`config.mk`:
```
export PLATFORM = sky130hd
export DESIGN_NAME = cfg_byte_loader
export DESIGN_NICKNAME = d
export VERILOG_FILES = /design/src/rtl/cbl_pkg.sv /design/src/rtl/cbl_timebase.sv /design/src/rtl/cbl_fetch.sv /design/src/rtl/cbl_serializer.sv /design/src/rtl/cfg_byte_loader.sv
export SDC_FILE = /design/constraint.sdc
export NUM_CORES = 1
export LEC_CHECK = 0
export ABC_AREA = 1
export BUFFER_PORTS_ARGS = -buffer_cell sky130_fd_sc_hd__clkbuf_2
export CORE_ASPECT_RATIO = 2
export CORE_UTILIZATION = 40
export DETAILED_ROUTE_END_ITERATION = 6
export SLEW_MARGIN = 20
export SYNTH_ARGS = -nofsm -noshare
export SYNTH_HDL_FRONTEND = slang
export SYNTH_SLANG_ARGS = --single-unit
```
`constraint.sdc`:
```
create_clock -name clk -period 6.5 [get_ports clk]
set_clock_uncertainty 0.05 [all_clocks]
set_input_delay 0.325 -clock clk [delete_from_list [all_inputs] [get_ports clk]]
set_output_delay 0.325 -clock clk [all_outputs]
set_load 0.01 [all_outputs]
```
`src/rtl/cbl_pkg.sv`:
```
package cbl_pkg;
  typedef enum logic [1:0] {
    ST_IDLE  = 2'd0,
    ST_PRIME = 2'd1,
    ST_RUN   = 2'd2,
    ST_DONE  = 2'd3
  } cbl_state_e;
endpackage

```
`src/rtl/cbl_timebase.sv`:
```
// Divides the system clock into serial bit slots and byte periods.
// Produces the position that will hold after the coming edge.
module cbl_timebase #(
  parameter int HALF_DIV = 2,
  parameter int SLOTS    = 8
) (
  input  logic                       clk,
  input  logic                       rst_n,
  input  logic                       clr,
  input  logic                       adv,
  output logic [$clog2(SLOTS)-1:0]   slot_n,
  output logic                       hi_n,
  output logic                       slot_start_n,
  output logic                       period_start_n
);
  localparam int T  = 2 * HALF_DIV;
  localparam int CW = (T > 2) ? $clog2(T) : 1;
  localparam int SW = $clog2(SLOTS);

  logic [CW-1:0] cyc_q, cyc_n;
  logic [SW-1:0] slot_q;
  logic          cyc_last, slot_last;

  assign cyc_last  = (cyc_q == CW'(T - 1));
  assign slot_last = (slot_q == SW'(SLOTS - 1));

  always_comb begin
    cyc_n          = cyc_q;
    slot_n         = slot_q;
    slot_start_n   = 1'b0;
    period_start_n = 1'b0;
    if (clr) begin
      cyc_n          = '0;
      slot_n         = '0;
      slot_start_n   = 1'b1;
      period_start_n = 1'b1;
    end else if (adv) begin
      if (cyc_last) begin
        cyc_n          = '0;
        slot_n         = slot_last ? '0 : slot_q + 1'b1;
        slot_start_n   = 1'b1;
        period_start_n = slot_last;
      end else begin
        cyc_n = cyc_q + 1'b1;
      end
    end
  end

  assign hi_n = (cyc_n >= CW'(HALF_DIV));

  always_ff @(posedge clk or negedge rst_n) begin
    if (!rst_n) begin
      cyc_q  <= '0;
      slot_q <= '0;
    end else begin
      cyc_q  <= cyc_n;
      slot_q <= slot_n;
    end
  end
endmodule

```
`src/rtl/cbl_fetch.sv`:
```
// Address counter and holding register for the prefetched byte.
module cbl_fetch #(
  parameter int AW = 18,
  parameter int DW = 8
) (
  input  logic          clk,
  input  logic          rst_n,
  input  logic          load_base,
  input  logic          base_down,
  input  logic          fetch,
  input  logic          step_down,
  input  logic [DW-1:0] mem_data,
  output logic [AW-1:0] addr_q,
  output logic [DW-1:0] hold_q
);
  always_ff @(posedge clk or negedge rst_n) begin
    if (!rst_n) begin
      addr_q <= '0;
      hold_q <= '0;
    end else if (load_base) begin
      addr_q <= base_down ? {AW{1'b1}} : '0;
    end else if (fetch) begin
      hold_q <= mem_data;
      addr_q <= step_down ? addr_q - 1'b1 : addr_q + 1'b1;
    end
  end
endmodule

```
`src/rtl/cbl_serializer.sv`:
```
// Shift register emitting bit 0 first; output is registered.
module cbl_serializer #(
  parameter int DW = 8
) (
  input  logic          clk,
  input  logic          rst_n,
  input  logic          load,
  input  logic          shift,
  input  logic          active_n,
  input  logic [DW-1:0] par_in,
  output logic          dout_q
);
  logic [DW-1:0] sh_q, sh_n;

  always_comb begin
    if (load)       sh_n = par_in;
    else if (shift) sh_n = {1'b0, sh_q[DW-1:1]};
    else            sh_n = sh_q;
  end

  always_ff @(posedge clk or negedge rst_n) begin
    if (!rst_n) begin
      sh_q   <= '0;
      dout_q <= 1'b0;
    end else begin
      sh_q   <= sh_n;
      dout_q <= active_n & sh_n[0];
    end
  end
endmodule

```
`src/rtl/cfg_byte_loader.sv`:
```
module cfg_byte_loader #(
  parameter int AW       = 18,
  parameter int DW       = 8,
  parameter int HALF_DIV = 2
) (
  input  logic          clk,
  input  logic          rst_n,
  input  logic          start,
  input  logic          dir_down,
  input  logic [DW-1:0] mem_data,
  input  logic [AW-1:0] byte_limit,
  output logic [AW-1:0] mem_addr,
  output logic          rd_clk,
  output logic          ser_clk,
  output logic          ser_dout,
  output logic          done
);
  import cbl_pkg::*;

  localparam int SW   = $clog2(DW);
  localparam int CNTW = AW + 1;

  cbl_state_e      state_q, state_n;
  logic            prime_q;
  logic            dir_q;
  logic [CNTW-1:0] per_q, per_n, lim_q;
  logic            accept, enter_run, pstart, fetch, load, running_n, active_n;
  logic [SW-1:0]   slot_n;
  logic            hi_n, slot_start_n, period_start_n;
  logic [DW-1:0]   hold;
  logic            rd_clk_q, ser_clk_q, done_q;

  assign accept    = start && (state_q == ST_IDLE || state_q == ST_DONE);
  assign enter_run = (state_q == ST_PRIME) && prime_q;

  cbl_timebase #(.HALF_DIV(HALF_DIV), .SLOTS(DW)) u_tb (
    .clk            (clk),
    .rst_n          (rst_n),
    .clr            (enter_run),
    .adv            (state_q == ST_RUN),
    .slot_n         (slot_n),
    .hi_n           (hi_n),
    .slot_start_n   (slot_start_n),
    .period_start_n (period_start_n)
  );

  assign pstart = enter_run || ((state_q == ST_RUN) && period_start_n);

  always_comb begin
    if (enter_run)   per_n = '0;
    else if (pstart) per_n = per_q + 1'b1;
    else             per_n = per_q;
  end

  always_comb begin
    state_n = state_q;
    unique case (state_q)
      ST_IDLE, ST_DONE: if (accept) state_n = ST_PRIME;
      ST_PRIME:         if (prime_q) state_n = ST_RUN;
      ST_RUN:           if (pstart && per_n == lim_q + 1'b1) state_n = ST_DONE;
      default:          state_n = ST_IDLE;
    endcase
  end

  assign running_n = (state_n == ST_RUN);
  assign fetch     = pstart && running_n && (per_n < lim_q);
  assign load      = pstart && running_n && (per_n != '0) && (per_n <= lim_q);
  assign active_n  = running_n && (per_n != '0) && (per_n <= lim_q);

  cbl_fetch #(.AW(AW), .DW(DW)) u_fetch (
    .clk       (clk),
    .rst_n     (rst_n),
    .load_base (accept),
    .base_down (dir_down),
    .fetch     (fetch),
    .step_down (dir_q),
    .mem_data  (mem_data),
    .addr_q    (mem_addr),
    .hold_q    (hold)
  );

  cbl_serializer #(.DW(DW)) u_ser (
    .clk      (clk),
    .rst_n    (rst_n),
    .load     (load),
    .shift    (slot_start_n),
    .active_n (active_n),
    .par_in   (hold),
    .dout_q   (ser_dout)
  );

  always_ff @(posedge clk or negedge rst_n) begin
    if (!rst_n) begin
      state_q   <= ST_IDLE;
      prime_q   <= 1'b0;
      dir_q     <= 1'b0;
      per_q     <= '0;
      lim_q     <= '0;
      rd_clk_q  <= 1'b0;
      ser_clk_q <= 1'b0;
      done_q    <= 1'b0;
    end else begin
      state_q   <= state_n;
      prime_q   <= (state_q == ST_PRIME) && !accept;
      per_q     <= per_n;
      if (accept) begin
        dir_q <= dir_down;
        lim_q <= {1'b0, byte_limit};
      end
      rd_clk_q  <= running_n && (per_n < lim_q) && (slot_n < SW'(DW / 2));
      ser_clk_q <= active_n && hi_n;
      done_q    <= (state_n == ST_DONE);
    end
  end

  assign rd_clk  = rd_clk_q;
  assign ser_clk = ser_clk_q;
  assign done    = done_q;
endmodule

```
After elaboration in Yosys (flattened, before gate mapping)
Index checks and enable logic that the tools add are counted.

storage, ports and cells
  flip-flop bits (word level) = 84
  output and inout port bits = 22

cells by class
  add/subtract/negate cells = 6
  order comparisons = 4
  equality and inequality tests = 8
  mux-type cells = 25
  bitwise operators = 2
  reductions and logical operators = 23

operators by type and width
  kind                     count
  $mux W18                 4
  $mux W19                 2
  $add A18 B1 Y19 const B  1
  $add A19 B1 Y19 const B  1
  $eq A19 B19 Y1           1
  $le A19 B18 Y1           1
  $lt A19 B18 Y1           1
  $reduce_bool A19 Y1      1
  $add A18 B1 Y18 const B  1
  $sub A18 B1 Y18 const B  1
  $mux W8                  2
  $logic_and A1 B1 Y1      14
  $mux W2                  6
  $mux W3                  4
  $eq A2 B2 Y1 const B     5
  $mux W1                  6
  $pmux W2 S3              1
  $reduce_bool A2 Y1       2
  $add A3 B1 Y3 const B    1
  $eq A3 B3 Y1 const B     1
  $lt A3 B3 Y1 const B     1
  $add A2 B1 Y2 const B    1
  $eq A2 B1 Y1 const B     1
  $ge A2 B2 Y1 const B     1
  7 further kinds          8

Depth between registers and ports, before layout
Gate-level depths: netlist (run 1).

  depth in word-level cells = 18
  depth in mapped cells = 27
  gate-level depth less buffers = 25

Cells and area by module
Synthesis (run 1) repeated with hierarchy kept, for this count alone.

unflattened totals
  cells, all modules = 923
  area total of the unflattened synthesis = 6336.1 µm²

by module, submodules not included
  module           times used  cells each  area each (µm²)  sequential area each (µm²)
  cfg_byte_loader  1           559         3669.8           1101.1
  cbl_fetch        1           281         1973.1           650.6
  cbl_serializer   1           45          404.1            225.2
  cbl_timebase     1           38          289.0            125.1

Worst setup path after synthesis (run 1)
No wires, ideal clock.

  path kind = reg2reg
  start point = register state_q[0]
  end point = register u_ser.dout_q
  arrival = 3298 ps
  required time = 6329 ps
  setup slack = 3030 ps
  stages on the path, launching flop included = 27
  buffers on the path = 1
  period minus slack after synthesis = 3470 ps
  path through = dfrtp_1 > inv_1 > ha_1 > buf_4 > nand2_2 > nand2_4 > nand2_4 > nor2_8 > nand3_1 > nand3_1 > inv_1 > ha_1 > nand2_1 > inv_1 > nand2_1 > inv_1 > nand2_1 > nor3_1 > nand2_1 > a41oi_1 > nor2_1 > o211ai_2 > o21ai_1 > nand3_4 > nand2_1 > nand2_1 > nor2_1

between the ends
  cells in the longest elaborated chain, start to end = 17
  elaborated cells on any way between the ends = 33

RTL lines
  element                                         line                                                                 text
  start, declared                                 cfg_byte_loader.sv:23                                                cbl_state_e state_q, state_n;
  start signal, assigned                          cfg_byte_loader.sv:103                                               state_q <= state_n;
  $eq A2 B2 Y1 or $eq A2 B1 Y1 (tied branches)    cfg_byte_loader.sv:40, cfg_byte_loader.sv:47, cfg_byte_loader.sv:34
  $mux W1 or $logic_and A1 B1 Y1 (tied branches)  cbl_timebase.sv:37, cfg_byte_loader.sv:34
  $mux W1                                         cbl_timebase.sv:32                                                   if (clr) begin
  $logic_and A1 B1 Y1                             cfg_byte_loader.sv:47                                                assign pstart = enter_run || ((state_q == ST_RUN) && period_start_n);
  $logic_or A1 B1 Y1                              cfg_byte_loader.sv:47
  $mux W19                                        cfg_byte_loader.sv:51                                                else if (pstart) per_n = per_q + 1'b1;
  $mux W19 *                                      cfg_byte_loader.sv:50                                                if (enter_run) per_n = '0;
  named net per_n[10]                             cfg_byte_loader.sv:26                                                logic [CNTW-1:0] per_q, per_n, lim_q;
  $eq A19 B19 Y1                                  cfg_byte_loader.sv:60                                                ST_RUN: if (pstart && per_n == lim_q + 1'b1) state_n = ST_DONE;
  $logic_and A1 B1 Y1                             cfg_byte_loader.sv:60
  $mux W2                                         cfg_byte_loader.sv:60
  $pmux W2 S3                                     cfg_byte_loader.sv:57                                                unique case (state_q)
  $eq A2 B2 Y1                                    cfg_byte_loader.sv:65                                                assign running_n = (state_n == ST_RUN);
  $logic_and A1 B1 Y1 (3 in series)               cfg_byte_loader.sv:67                                                assign load = pstart && running_n && (per_n != '0) && (per_n <= lim_q);
  $mux W8                                         cbl_serializer.sv:16                                                 if (load) sh_n = par_in;
  $and A1 B1 Y1 *                                 cbl_serializer.sv:27                                                 dout_q <= active_n & sh_n[0];
  end signal, assigned                            cbl_serializer.sv:27
  end, declared                                   cbl_serializer.sv:11                                                 output logic dout_q

The timed path passes the listed nets; every way through them passes the cells marked *. The select of a mux whose other input is x is not followed.
A chain may end at the register's enable or synchronous reset.

Worst setup path in the final report (run 1)
  start point = register state_q[1]
  end point = register u_ser.dout_q

Same word-level chain as after synthesis.

==> impl_metrics.py, run 1 <==
metrics = {
    "global_routing": {
        "grtUsageTotal_pct": 22.4,
        "first_pass_grt_wire_length_mm": 28.0,
        "grt_start_max_net_pins": 51,
        "grt_antenna_before_repair": 0,
        "grt_pass1_vias": 5827,
        "overflow": 0,
    },
    "logic_synthesis": {
        "cell_with_the_most_instances_after_synthesis": "sky130_fd_sc_hd__nand2_1",
        "post_synth_inst_count": 891,
        "yosys_warnings": 0,
        "ys_top_cells_by_count": "264 x sky130_fd_sc_hd__nand2_1, 127 x sky130_fd_sc_hd__inv_1, 84 x sky130_fd_sc_hd__dfrtp_1",
        "asyncSetResetFlopFracSynth_pct": 100,
        "synth_edf_count": 0,
        "dominantRegCellSynth": "sky130_fd_sc_hd__dfrtp_1",
        "post_synth.cell_area_avg_sq_um": 7.02,
        "postSynthNetCount": 964,
        "synth_cell_types": 42,
        "synth_sequential_area_ratio_pct": 33.6,
        "synth_area_sq_um": 6250,
        "area_leader_netlist": "sky130_fd_sc_hd__dfrtp_1",
        "synth_largest_type_area_fraction_pct": 33.6,
        "dominant_cells_by_area_after_synthesis": "sky130_fd_sc_hd__dfrtp_1 34%, sky130_fd_sc_hd__nand2_1 16%, sky130_fd_sc_hd__ha_1 8.4%, sky130_fd_sc_hd__inv_1 7.6%, sky130_fd_sc_hd__nand3_1 6.6%",
        "synth.ff_latch_count": 84,
    },
    "drt": {
        "initialDrtViolationCount": 192,
        "number_of_search_and_repair_iterations_in_the_first_detailed_routing_pass": 5,
        "vias_per_cell": 5.12,
        "ant_nets": 0,
        "vias": 5845,
        "drc_errors": 0,
        "routed_wirelength_mm": 17.3,
        "route.detailed.wl_per_inst_microns": 15.1,
    },
    "worst_setup_path": {
        "reg2reg_setup_slack_ps": 1910,
        "cp_data_arrival_time_ps": 4770,
        "cp-end-kind": "flop",
        "timing_worst_setup_path_type": "reg -> reg",
        "start_kind": "flop",
        "startpoint": "state_q[1]$_DFF_PN0_",
        "worstRegToRegCells": 25,
        "timing.critical_path.required_ps": 6690,
        "rr_endpoint": "u_ser.dout_q$_DFF_PN0_",
        "timing.critical_path.fanout_max": 31,
        "crit-reg2reg-launch": "state_q[1]$_DFF_PN0_",
    },
    "power": {
        "power_density_nw_per_um2": 162,
        "vdd.ir_drop.worst_mv": 0.113,
        "cellLeakagePower_nw": 4.10,
    },
    "final_layout": {
        "ff_latch_area_sq_um": 2100,
        "area_growth_pct": 12.1,
        "fillers": 1608,
        "multi_input_area_sq_um": 3560,
        "share_of_layout_cells_above_drive_strength_1_pct": 10.7,
        "ant_diodes": 0,
        "layout.nets": 1012,
    },
    "die": {
        "fp.dieH_microns": 179,
        "fp.coreArea_sq_um": 15300,
        "floorplan.initialDensity_pct": 40.9,
        "die-width_microns": 90.4,
        "fp-row-count": 64,
        "die_area_sq_um": 16200,
        "num_io_pins": 52,
    },
    "timing": {
        "grt_setup_unrepaired": "false",
        "worst_pin_slew_ps": 750,
        "max-slew-margin-rel_pct": 49.7,
        "setup_violators_final": 0,
        "final.setup.tns_ps": 0,
        "report.final.slew_viol_count": 0,
        "hold_violations": 0,
        "finalCritPeriodShare_pct": 70.6,
        "timing.final.crit_period_ps": 4590,
        "layout_setup_ws_ps": 1910,
        "timing.fmax_mhz": 218,
    },
    "hold_path": {
        "hp-start": "byte_limit[2]",
        "holdPathEnd": "lim_q[2]$_DFFE_PN0P_",
        "hold_path_class": "in -> reg",
        "holdPathStages": 3,
    },
    "clock_network": {
        "cts_max_path_buffers": 2,
        "cts_tree": "built",
        "insertion_delay_ps": 350,
        "clock_buffers_created_by_tritoncts": 9,
        "cts_resized": 0,
        "post_cts_hold_buffer_count": 1,
        "clock_sink_count": 84,
        "clkSlewWorstSetupHoldPaths_ps": 70,
        "clock_tree.htree_level_count": 3,
        "root_buffer": "sky130_fd_sc_hd__clkbuf_16",
        "cts_post_setup_buffers_inserted": 0,
    },
    "place": {
        "dpl_worst_slack_ps": 1940,
        "finalWeightedCongestion": 0.884,
        "dp_hpwl_mm": 13.8,
        "port-buffer-count": 51,
    },
    "flow_run": {
        "max_cap_viol_count": 0,
    },
    "run_status": {
        "outcome": "complete, no violations",
    },
}
final cells by class:
cell class | count | share of cell area [%]
multi-input cells | 661 | 50.8
repair buffers | 55 | 4.14
inverters | 128 | 6.85
clock inverters | 7 | 1.52
well taps | 198 | 3.53
clock buffers | 9 | 3.21
flip-flops and latches | 84 | 30.0
worst max-delay path, stage by stage (launching register included):
cell and delay, ps:
sky130_fd_sc_hd__dfrtp_1 410, sky130_fd_sc_hd__inv_1 80, sky130_fd_sc_hd__ha_1 190, sky130_fd_sc_hd__nand2_2 390
sky130_fd_sc_hd__nand2_4 410, sky130_fd_sc_hd__nand2_1 170, sky130_fd_sc_hd__o21ai_0 190, sky130_fd_sc_hd__inv_1 80
sky130_fd_sc_hd__nand2_1 100, sky130_fd_sc_hd__inv_1 60, sky130_fd_sc_hd__ha_1 260, sky130_fd_sc_hd__nand2_1 40
sky130_fd_sc_hd__inv_1 80, sky130_fd_sc_hd__nand2_1 50, sky130_fd_sc_hd__inv_1 60, sky130_fd_sc_hd__nand2_1 70
sky130_fd_sc_hd__nor3_1 140, sky130_fd_sc_hd__nand2_1 110, sky130_fd_sc_hd__a41oi_1 250, sky130_fd_sc_hd__nor2_1 100
sky130_fd_sc_hd__o211ai_2 350, sky130_fd_sc_hd__o21ai_1 380, sky130_fd_sc_hd__nand3_4 230, sky130_fd_sc_hd__nand2_1 70
sky130_fd_sc_hd__nand2_1 80, sky130_fd_sc_hd__nor2_1 40
cell usage in the layout, fill, tap and decap left out, types with 2 or more instances in the layout:
cell	count
sky130_fd_sc_hd__a21o_1	2
sky130_fd_sc_hd__clkbuf_2	50
sky130_fd_sc_hd__o31ai_1	2
sky130_fd_sc_hd__a21boi_0	2
sky130_fd_sc_hd__nand2_2	5
sky130_fd_sc_hd__bufinv_16	2
sky130_fd_sc_hd__xnor2_1	5
sky130_fd_sc_hd__nand3_4	3
sky130_fd_sc_hd__nor2_1	70
sky130_fd_sc_hd__o21bai_1	5
sky130_fd_sc_hd__xor2_1	12
sky130_fd_sc_hd__nor3_1	9
sky130_fd_sc_hd__nand2_1	264
sky130_fd_sc_hd__clkbuf_16	9
sky130_fd_sc_hd__a21oi_1	36
sky130_fd_sc_hd__o21ai_2	3
sky130_fd_sc_hd__dfrtp_1	84
sky130_fd_sc_hd__inv_6	3
sky130_fd_sc_hd__nand3_2	5
sky130_fd_sc_hd__nand2_4	4
sky130_fd_sc_hd__o21ai_1	2
sky130_fd_sc_hd__o21ai_0	53
sky130_fd_sc_hd__buf_4	4
sky130_fd_sc_hd__nand3_1	82
sky130_fd_sc_hd__inv_1	127
sky130_fd_sc_hd__nor2_4	3
sky130_fd_sc_hd__nand4_1	35
sky130_fd_sc_hd__nor4_1	2
sky130_fd_sc_hd__nor2_8	2
sky130_fd_sc_hd__ha_1	42
sky130_fd_sc_hd__nand3b_1	2
metal layers:
layer  part of all wire, %  vias up  global-route usage [%]
li1                      -     3004                       -
met1                    35     2696                    20.4
met2                    58       99                    46.1
met3                   2.1       46                    2.67
met4                   4.8        0                    13.2
met5                     0        -                       0
state kept, by name (all words and copies together) (netlist names), 2 cells and up:
register        cells
per_q              19
lim_q              18
u_fetch.addr_q     18
u_fetch.hold_q      8
u_ser.sh_q          8
u_tb.slot_q         3
state_q             2
u_tb.cyc_q          2
report_power, final:
part           switching [mW]  internal (mW)  leakage (nW)
Combinational          0.0153        0.00807          2.91
Clock                   0.239          0.344         0.163
Sequential            0.00115          0.525          1.03
Total                   0.255          0.877          4.10
cells by family after synthesis:
logic type / synth area share, %
and+or+nand+nor: 36.0
AOI/OAI and AO/OA: 9.81
adders and majority gates: 8.73
buffers and inverters: 9.45
DFF: 33.6
xor gates and xnor gates: 2.38
per-stage QoR:
stage | utilization (%) | cells | cell area [sq um] | hold WS (ps) | power [mW]
floorplan | - | 891 | 6250 | -20.6 | 0.538
global placement | 43.6 | 1125 | 6670 | 279 | 0.561
detailed placement | 43.6 | 1125 | 6670 | 276 | 0.560
CTS | 45.8 | 1142 | 7010 | 126 | 1.15
global route | 45.8 | 1142 | 7010 | 147 | 1.17
finish | 45.8 | 1142 | 7010 | 123 | 1.13
worst max path at each step:
stage                             end  slack, ps
2_1_floorplan  u_ser.dout_q$_DFF_PN0_       3030
3_3_place_gp   u_ser.dout_q$_DFF_PN0_       2020
3_5_place_dp   u_ser.dout_q$_DFF_PN0_       1940
4_1_cts        u_ser.dout_q$_DFF_PN0_       1910
5_1_grt        u_ser.dout_q$_DFF_PN0_       1430
6_report       u_ser.dout_q$_DFF_PN0_       1910
Note: power is estimated with default switching activity, not from simulation.
==> inputs of run 2 (changes only) <==
Clock period 6.5 ns to 3.9 ns, I/O delays scaled along.
==> run 2 against run 1 <==
Compared with the run above:
- critical path depth fell by 1
- clock-buffer cell count rose by 2
- critical path type unchanged
- via count rose by 2.9%
- worst hold slack got worse by 120 ps
- combinational power rose by 67%
- power rose by 60%
- utilization rose by 1.4 points
- sequential cell count did not move
- clock power rose by 53%
==> impl_metrics.py, run 2 (synthesized netlist as in run 1, its figures left out) <==
metrics = {
    "global_routing": {
        "first_pass_grt_wire_length_mm": 29.8,
        "grt_antenna_before_repair": 0,
        "grtUsageTotal_pct": 23.9,
        "grt_start_max_net_pins": 62,
        "grt_pass1_vias": 6217,
        "overflow": 0,
    },
    "final_layout": {
        "biggestRegsByFlops": "per_q (19), lim_q (18), u_fetch.addr_q (18)",
        "ff_latch_area_sq_um": 2100,
        "ant_diodes": 0,
        "most_used_cells_in_the_layout_excluding_fill_and_tap_cells": "263 x sky130_fd_sc_hd__nand2_1, 126 x sky130_fd_sc_hd__inv_1, 84 x sky130_fd_sc_hd__dfrtp_1",
        "layout.cells.most_common": "sky130_fd_sc_hd__nand2_1",
        "finalNonFillerCells": 1167,
        "area_growth_pct": 15.6,
        "biggest_register": "per_q",
        "fillers": 1582,
        "share_of_layout_cells_above_drive_strength_1_pct": 13.6,
        "multi_input_area_sq_um": 3620,
        "layout.nets": 1037,
        "largest_reg_flops": 19,
        "postLayoutCoreUtil_pct": 47.3,
    },
    "power": {
        "p_sw_mw": 0.404,
        "power_density_nw_per_um2": 250,
        "clock_network_fraction_of_total_power_pct": 49.4,
        "vdd.ir_drop.worst_mv": 0.178,
        "pwr-share-seq_pct": 48.5,
        "share_of_total_power_consumed_by_net_switching_pct": 22.4,
        "share_comb_of_total_power_pct": 2.2,
        "cell_internal_pwr_mw": 1.40,
        "cellLeakagePower_nw": 4.21,
    },
    "drt": {
        "route.detailed.wl_per_inst_microns": 15.8,
        "initialDrtViolationCount": 226,
        "vias_per_cell": 5.15,
        "number_of_search_and_repair_iterations_in_the_first_detailed_routing_pass": 5,
        "routed_wirelength_mm": 18.4,
        "ant_nets": 0,
        "vias": 6015,
        "drc_errors": 0,
    },
    "clock_network": {
        "cts_tree": "built",
        "clock_tree.htree_level_count": 3,
        "root_buffer": "sky130_fd_sc_hd__clkbuf_16",
        "clock_buffers_created_by_tritoncts": 9,
        "clkSlewWorstSetupHoldPaths_ps": 70,
        "insertion_delay_ps": 360,
        "clock_sink_count": 84,
        "cts_max_path_buffers": 2,
    },
    "timing": {
        "holdWs_ps": 1.81,
        "worst_pin_slew_ps": 856,
        "setup_violators_final": 0,
        "timing.fmax_mhz": 268,
        "finalCritPeriodShare_pct": 95.6,
        "final.setup.tns_ps": 0,
        "hold_violations": 0,
        "timing.final.crit_period_ps": 3730,
        "layout_setup_ws_ps": 173,
        "report.final.slew_viol_count": 0,
        "max-slew-margin-rel_pct": 43.0,
    },
    "worst_setup_path": {
        "timing.critical_path.required_ps": 4090,
        "start_kind": "flop",
        "timing_worst_setup_path_type": "reg -> reg",
        "cp_cell_sequence": "ha_1 -> ha_2 -> nand3_2 -> nand2_4 -> buf_4 -> nand2_2 -> nand2_1 -> nand3_1 -> inv_1 -> ha_1 -> nand2_1 -> inv_1 -> o21ai_0 -> a21oi_1 -> a21oi_1 -> a41oi_2 -> nor2_2 -> o211ai_2 -> buf_4 -> nor2_8 -> nand2_8 -> buf_4 -> nor2_1 -> a21oi_1",
        "timing.critical_path.fanout_max": 12,
        "crit_path_max_incr_delay_ps": 400,
        "crit_path_buf_inv_count": 5,
        "worst_path_dominant_cell_family": "simple AND/OR/NAND/NOR gates",
        "cp-end-kind": "flop",
        "cp_data_arrival_time_ps": 3910,
        "crit_path_top_delay_cell": "sky130_fd_sc_hd__dfrtp_1",
    },
    "hold_path": {
        "hold_path_class": "in -> reg",
    },
    "place": {
        "dp_hpwl_mm": 14.6,
        "finalWeightedCongestion": 0.921,
        "dpl_worst_slack_ps": 107,
        "port-buffer-count": 51,
        "placedCellCount": 1143,
    },
    "die": {
        "die_area_sq_um": 16200,
        "num_io_pins": 52,
        "fp-row-count": 64,
        "fp.dieH_microns": 179,
        "floorplan.initialDensity_pct": 40.9,
        "fp.coreArea_sq_um": 15300,
        "die-width_microns": 90.4,
    },
    "flow_run": {
        "max_cap_viol_count": 0,
    },
    "run_status": {
        "outcome": "complete, no violations",
    },
}
## run 2: cell count changes in the layout (fill, tap and decap cells not counted), moves of 2 or more
cell                         previous run  this run
sky130_fd_sc_hd__nor2_2                 1         3
sky130_fd_sc_hd__buf_4                  4        26
sky130_fd_sc_hd__nor2_1                70        68
sky130_fd_sc_hd__ha_2                   0         2
sky130_fd_sc_hd__clkinvlp_4             0         2
sky130_fd_sc_hd__ha_1                  42        39
sky130_fd_sc_hd__inv_6                  3         1
## run 2: worst paths after layout
path	endpoint	startpoint	slack, ps	cells after the start
min in group asynchronous	done$_DFF_PN0_	rst_n	410	2
max in group asynchronous	lim_q[9]$_DFFE_PN0P_	rst_n	2590	3
worst max register to register	u_fetch.hold_q[7]$_DFFE_PN0P_	u_tb.slot_q[0]$_DFFE_PN0P_	170	24
worst max-delay path	u_fetch.hold_q[7]$_DFFE_PN0P_	u_tb.slot_q[0]$_DFFE_PN0P_	170	24
worst min-delay path	lim_q[17]$_DFFE_PN0P_	byte_limit[17]	2	3
worst min register to register	u_fetch.hold_q[6]$_DFFE_PN0P_	u_fetch.hold_q[6]$_DFFE_PN0P_	420	2
## run 2: metrics by stage
stage          power (mW)  area [sq um]
2_1_floorplan       0.897          6250
3_3_place_gp        0.934          6810
3_5_place_dp        0.934          6810
4_1_cts              1.82          7130
5_1_grt              1.86          7230
6_report             1.81          7230
## run 2: cell type report
cell class,instances,area share [%]
multi-input cells,662,50.0
flip-flops and latches,84,29.1
repair buffers,79,6.65
well taps,198,3.43
inverters,128,6.65
clock buffers,11,3.36
clock inverters,5,0.813
## run 2: what timing repair did
action | 4_1_cts | 5_1_grt
buffers inserted | 0 | 5
hold endpoints to repair | 61 | 0
endpoints found under the setup margin | 0 | 33
resized for setup | 0 | 14
hold buffers | 2 | 0
## run 2: metal layers
metal  track usage (%)  vias up  part of all wire (%)
met2              48.8      124                    58
met5                 0        -                     0
met4              15.8        0                   5.6
met1              21.2     2782                    35
met3              3.48       57                   2.3
li1                  -     3052                     -
## run 2: power by group through the flow
stage	Clock (mW)	Combinational, mW	Sequential (mW)
2_1_floorplan	0	0.00340	0.893
3_3_place_gp	0	0.0400	0.894
3_5_place_dp	0	0.0399	0.894
4_1_cts	0.903	0.0415	0.877
6_report	0.893	0.0391	0.877
5_1_grt	0.936	0.0460	0.877
## run 2: worst reg2reg max path: stages, from the launching register on
cell                       delay (ps)
sky130_fd_sc_hd__dfrtp_1          400
sky130_fd_sc_hd__ha_1             210
sky130_fd_sc_hd__ha_2             190
sky130_fd_sc_hd__nand3_2          120
sky130_fd_sc_hd__nand2_4          100
sky130_fd_sc_hd__buf_4            150
sky130_fd_sc_hd__nand2_2          140
sky130_fd_sc_hd__nand2_1           90
sky130_fd_sc_hd__nand3_1          110
sky130_fd_sc_hd__inv_1             70
sky130_fd_sc_hd__ha_1             290
sky130_fd_sc_hd__nand2_1           90
sky130_fd_sc_hd__inv_1             60
sky130_fd_sc_hd__o21ai_0           90
sky130_fd_sc_hd__a21oi_1          100
sky130_fd_sc_hd__a21oi_1          190
sky130_fd_sc_hd__a41oi_2          150
sky130_fd_sc_hd__nor2_2           120
sky130_fd_sc_hd__o211ai_2          90
sky130_fd_sc_hd__buf_4            170
sky130_fd_sc_hd__nor2_8           180
sky130_fd_sc_hd__nand2_8          130
sky130_fd_sc_hd__buf_4            170
sky130_fd_sc_hd__nor2_1            90
sky130_fd_sc_hd__a21oi_1           50
==> inputs of run 3 (changes only) <==
Settings changed: ABC_AREA 1 to 0, CTS_CLUSTER_DIAMETER from default to 120.
==> run 3 against run 2 <==
Compared with the run above:
- worst hold slack worse by 1.8 ps
- register-to-register slack got worse by 40 ps
- worst setup slack worse by 40 ps
- design area grew 10%
- clock-buffer cell count fell by 2
- sequential power grew 0.6%
- die area down 2.0%
- wire length up 9.5%
- synthesized cell count fell by 23%
- clock power fell by 7.4%
- sequential share of layout area is 2.7 points lower
- sequential cell count stayed put
- critical endpoint is now u_ser.sh_q[0]$_DFF_PN0_
==> impl_metrics.py, run 3 <==
metrics = {
    "run_status": {
        "outcome": "complete, no violations",
    },
    "timing": {
        "max-slew-margin-rel_pct": 49.8,
        "final.setup.tns_ps": 0,
        "worst_pin_slew_ps": 753,
        "setup_violators_final": 0,
        "finalCritPeriodShare_pct": 96.6,
        "hold_violations": 0,
        "timing.fmax_mhz": 266,
        "timing.final.crit_period_ps": 3770,
        "report.final.slew_viol_count": 0,
        "holdWs_ps": 0.0142,
    },
    "clock_network": {
        "insertion_delay_ps": 360,
        "root_buffer": "sky130_fd_sc_hd__clkbuf_16",
        "clock_tree.htree_level_count": 3,
        "cts_max_path_buffers": 2,
        "clkSlewWorstSetupHoldPaths_ps": 70,
        "cts_tree": "built",
        "clock_buffers_created_by_tritoncts": 9,
        "clock_sink_count": 84,
    },
    "drt": {
        "routed_wirelength_mm": 20.2,
        "vias_per_cell": 5.79,
        "vias": 6043,
        "initialDrtViolationCount": 281,
        "drc_errors": 0,
        "route.detailed.wl_per_inst_microns": 19.3,
        "ant_nets": 0,
        "number_of_search_and_repair_iterations_in_the_first_detailed_routing_pass": 5,
    },
    "die": {
        "floorplan.initialDensity_pct": 41.1,
        "num_io_pins": 52,
        "die_area_sq_um": 15800,
        "fp-row-count": 63,
        "fp.coreArea_sq_um": 14900,
        "fp.dieH_microns": 177,
        "die-width_microns": 89.5,
    },
    "power": {
        "vdd.ir_drop.worst_mv": 0.228,
        "cellLeakagePower_nw": 3.72,
        "total_power_mw": 1.76,
        "power_density_nw_per_um2": 221,
    },
    "final_layout": {
        "layout.nets": 916,
        "most_used_cells_in_the_layout_excluding_fill_and_tap_cells": "124 x sky130_fd_sc_hd__buf_4, 84 x sky130_fd_sc_hd__dfrtp_1, 55 x sky130_fd_sc_hd__nand2_1",
        "layout.cells.most_common": "sky130_fd_sc_hd__buf_4",
        "biggestRegsByFlops": "per_q (19), lim_q (18), u_fetch.addr_q (18)",
        "area_growth_pct": 30.2,
        "finalNonFillerCells": 1043,
        "largest_reg_flops": 19,
        "final_design_area_no_fill_sq_um": 7970,
        "share_of_layout_cells_above_drive_strength_1_pct": 28.8,
        "ant_diodes": 0,
        "biggest_register": "per_q",
    },
    "logic_synthesis": {
        "ys_top_cells_by_count": "84 x sky130_fd_sc_hd__dfrtp_1, 55 x sky130_fd_sc_hd__nand2_1, 48 x sky130_fd_sc_hd__nand3_1",
        "synth_adder_area_share_pct": 8.91,
        "synth_compound_gate_area_share_pct": 18.3,
        "synth_area_sq_um": 6120,
        "synth_largest_type_area_fraction_pct": 34.3,
        "asyncSetResetFlopFracSynth_pct": 100,
        "basic_gate_share_of_the_synthesized_area_counting_and_or_nand_and_nor_cells_pct": 22.7,
        "synth_top_family_by_area": "simple AND/OR/NAND/NOR gates",
        "post_synth_inst_count": 682,
        "post_synth.cell_area_avg_sq_um": 8.98,
        "synth_edf_count": 0,
        "synth_sequential_area_ratio_pct": 34.3,
        "cell_with_the_most_instances_after_synthesis": "sky130_fd_sc_hd__dfrtp_1",
        "area_leader_netlist": "sky130_fd_sc_hd__dfrtp_1",
        "dominantRegCellSynth": "sky130_fd_sc_hd__dfrtp_1",
        "synth_xor_area_share_pct": 7.64,
        "synth.mux.area_fraction_pct": 2.92,
        "yosys_warnings": 0,
        "synth_cell_types": 76,
        "postSynthNetCount": 755,
        "dominant_cells_by_area_after_synthesis": "sky130_fd_sc_hd__dfrtp_1 34%, sky130_fd_sc_hd__ha_1 8.6%, sky130_fd_sc_hd__xnor2_1 5.1%, sky130_fd_sc_hd__nand3_1 3.9%, sky130_fd_sc_hd__nand2_1 3.4%",
        "synth.ff_latch_count": 84,
    },
    "worst_setup_path": {
        "worst_path_dominant_cell_family": "compound AO/OA/AOI/OAI gates",
        "cp_data_arrival_time_ps": 3950,
        "timing.critical_path.fanout_max": 8,
        "cp-end-kind": "flop",
        "crit_path_top_delay_cell": "sky130_fd_sc_hd__dfrtp_1",
        "crit_path_max_incr_delay_ps": 390,
        "timing_worst_setup_path_type": "reg -> reg",
        "cp_cell_sequence": "ha_1 -> ha_4 -> buf_4 -> nand4_2 -> nor2_1 -> xnor2_1 -> nor2_1 -> ha_1 -> a21oi_1 -> o21ai_0 -> a21o_1 -> a2111oi_4 -> o21ai_1 -> buf_4 -> a22oi_2 -> and3_4 -> mux2_1",
        "crit_path_buf_inv_count": 2,
        "timing.critical_path.required_ps": 4080,
        "start_kind": "flop",
    },
    "global_routing": {
        "grt_pass1_vias": 6459,
        "first_pass_grt_wire_length_mm": 32.0,
        "grtUsageMet2_pct": 49.5,
        "overflow": 0,
        "grtUsageTotal_pct": 27.3,
        "global_route.peak_usage_layer": "met2",
        "grt_util_met1_pct": 25.1,
        "grt.met3_usage_pct": 4.10,
        "grt_start_max_net_pins": 56,
        "grt_antenna_before_repair": 0,
    },
    "hold_path": {
        "hold_path_class": "in -> reg",
    },
    "place": {
        "dp_hpwl_mm": 15.6,
        "port-buffer-count": 51,
        "placedCellCount": 1010,
        "post_dp_cell_area_sq_um": 7330,
        "finalWeightedCongestion": 0.924,
    },
    "flow_run": {
        "max_cap_viol_count": 0,
    },
}
## run 3: cell types whose count changed after synthesis, moves of 11 or more
cell and delta:
sky130_fd_sc_hd__xnor2_1 +31, sky130_fd_sc_hd__nand3_1 -34, sky130_fd_sc_hd__o311a_1 +12, sky130_fd_sc_hd__nand4_1 -15
sky130_fd_sc_hd__nand2_1 -209, sky130_fd_sc_hd__nor2_1 -29, sky130_fd_sc_hd__inv_1 -92, sky130_fd_sc_hd__o21ai_0 -12
sky130_fd_sc_hd__and3_1 +16, sky130_fd_sc_hd__buf_2 +11
## run 3: tightest hold or removal path: stages
cell                       delay [ps]
sky130_fd_sc_hd__clkbuf_2          80
sky130_fd_sc_hd__nand2_1           40
sky130_fd_sc_hd__o21ai_0           60
## run 3: final timing paths
| path | start | to | slack (ps) | depth (start not counted) |
|---|---|---|---|---|
| max in group asynchronous | rst_n | lim_q[0]$_DFFE_PN0P_ | 2480 | 3 |
| min in group asynchronous | rst_n | per_q[13]$_DFF_PN0_ | 410 | 2 |
| worst min register to register | u_fetch.hold_q[7]$_DFFE_PN0P_ | u_ser.sh_q[7]$_DFFE_PN0P_ | 460 | 1 |
| worst max register to register | u_tb.slot_q[0]$_DFFE_PN0P_ | u_ser.sh_q[0]$_DFF_PN0_ | 130 | 17 |
| worst max-delay path | u_tb.slot_q[0]$_DFFE_PN0P_ | u_ser.sh_q[0]$_DFF_PN0_ | 130 | 17 |
| worst min-delay path | byte_limit[13] | lim_q[13]$_DFFE_PN0P_ | 0.01 | 3 |
## run 3: repair_timing
action	CTS	global route
gates resized for setup	20	25
hold endpoints to repair	60	0
endpoints found under the setup margin	30	36
pin swaps	7	17
hold buffers	7	0
cloned	1	0
buffers inserted	3	6
## run 3: report_power, final
group	switching [mW]	total (mW)	internal, mW
clock	0.393	0.827	0.434
combinational	0.0260	0.0497	0.0237
sequential	0.00427	0.882	0.878
## run 3: cell type report
| class | count | area [sq um] |
|---|---|---|
| Clock buffer | 9 | 225 |
| Tap cell | 195 | 244 |
| Sequential cell | 84 | 2100 |
| Multi-Input combinational cell | 529 | 3930 |
| Inverter | 36 | 135 |
| Clock inverter | 7 | 51.3 |
| Timing Repair Buffer | 183 | 1280 |
| Fill cell | 1350 | 6930 |
## run 3: through the flow
stage                     setup WS, ps  utilization [%]
final                              134             53.5
after global routing             -54.7             53.5
after CTS                         20.8             52.3
after detailed placement          -641             49.2
after global placement            -464             49.2
after floorplan                   29.2                -
## run 3: cell families (layout without fill, tap and decap cells)
family          count (synthesis)  count (layout)
simple gates                  258             259
fa+ha+maj                      43              43
mux                            14              14
xor+xnor                       51              51
compound gates                162             162
buf+inv                        70             235
flops                          84              84
## run 3: layer usage
metal	wire (microns)	vias to the layer above	part of all wire (%)
li1	-	2850	-
met1	6830	2925	34
met2	10800	169	54
met3	613	99	3.0
met4	1910	0	9.4
met5	0	-	0
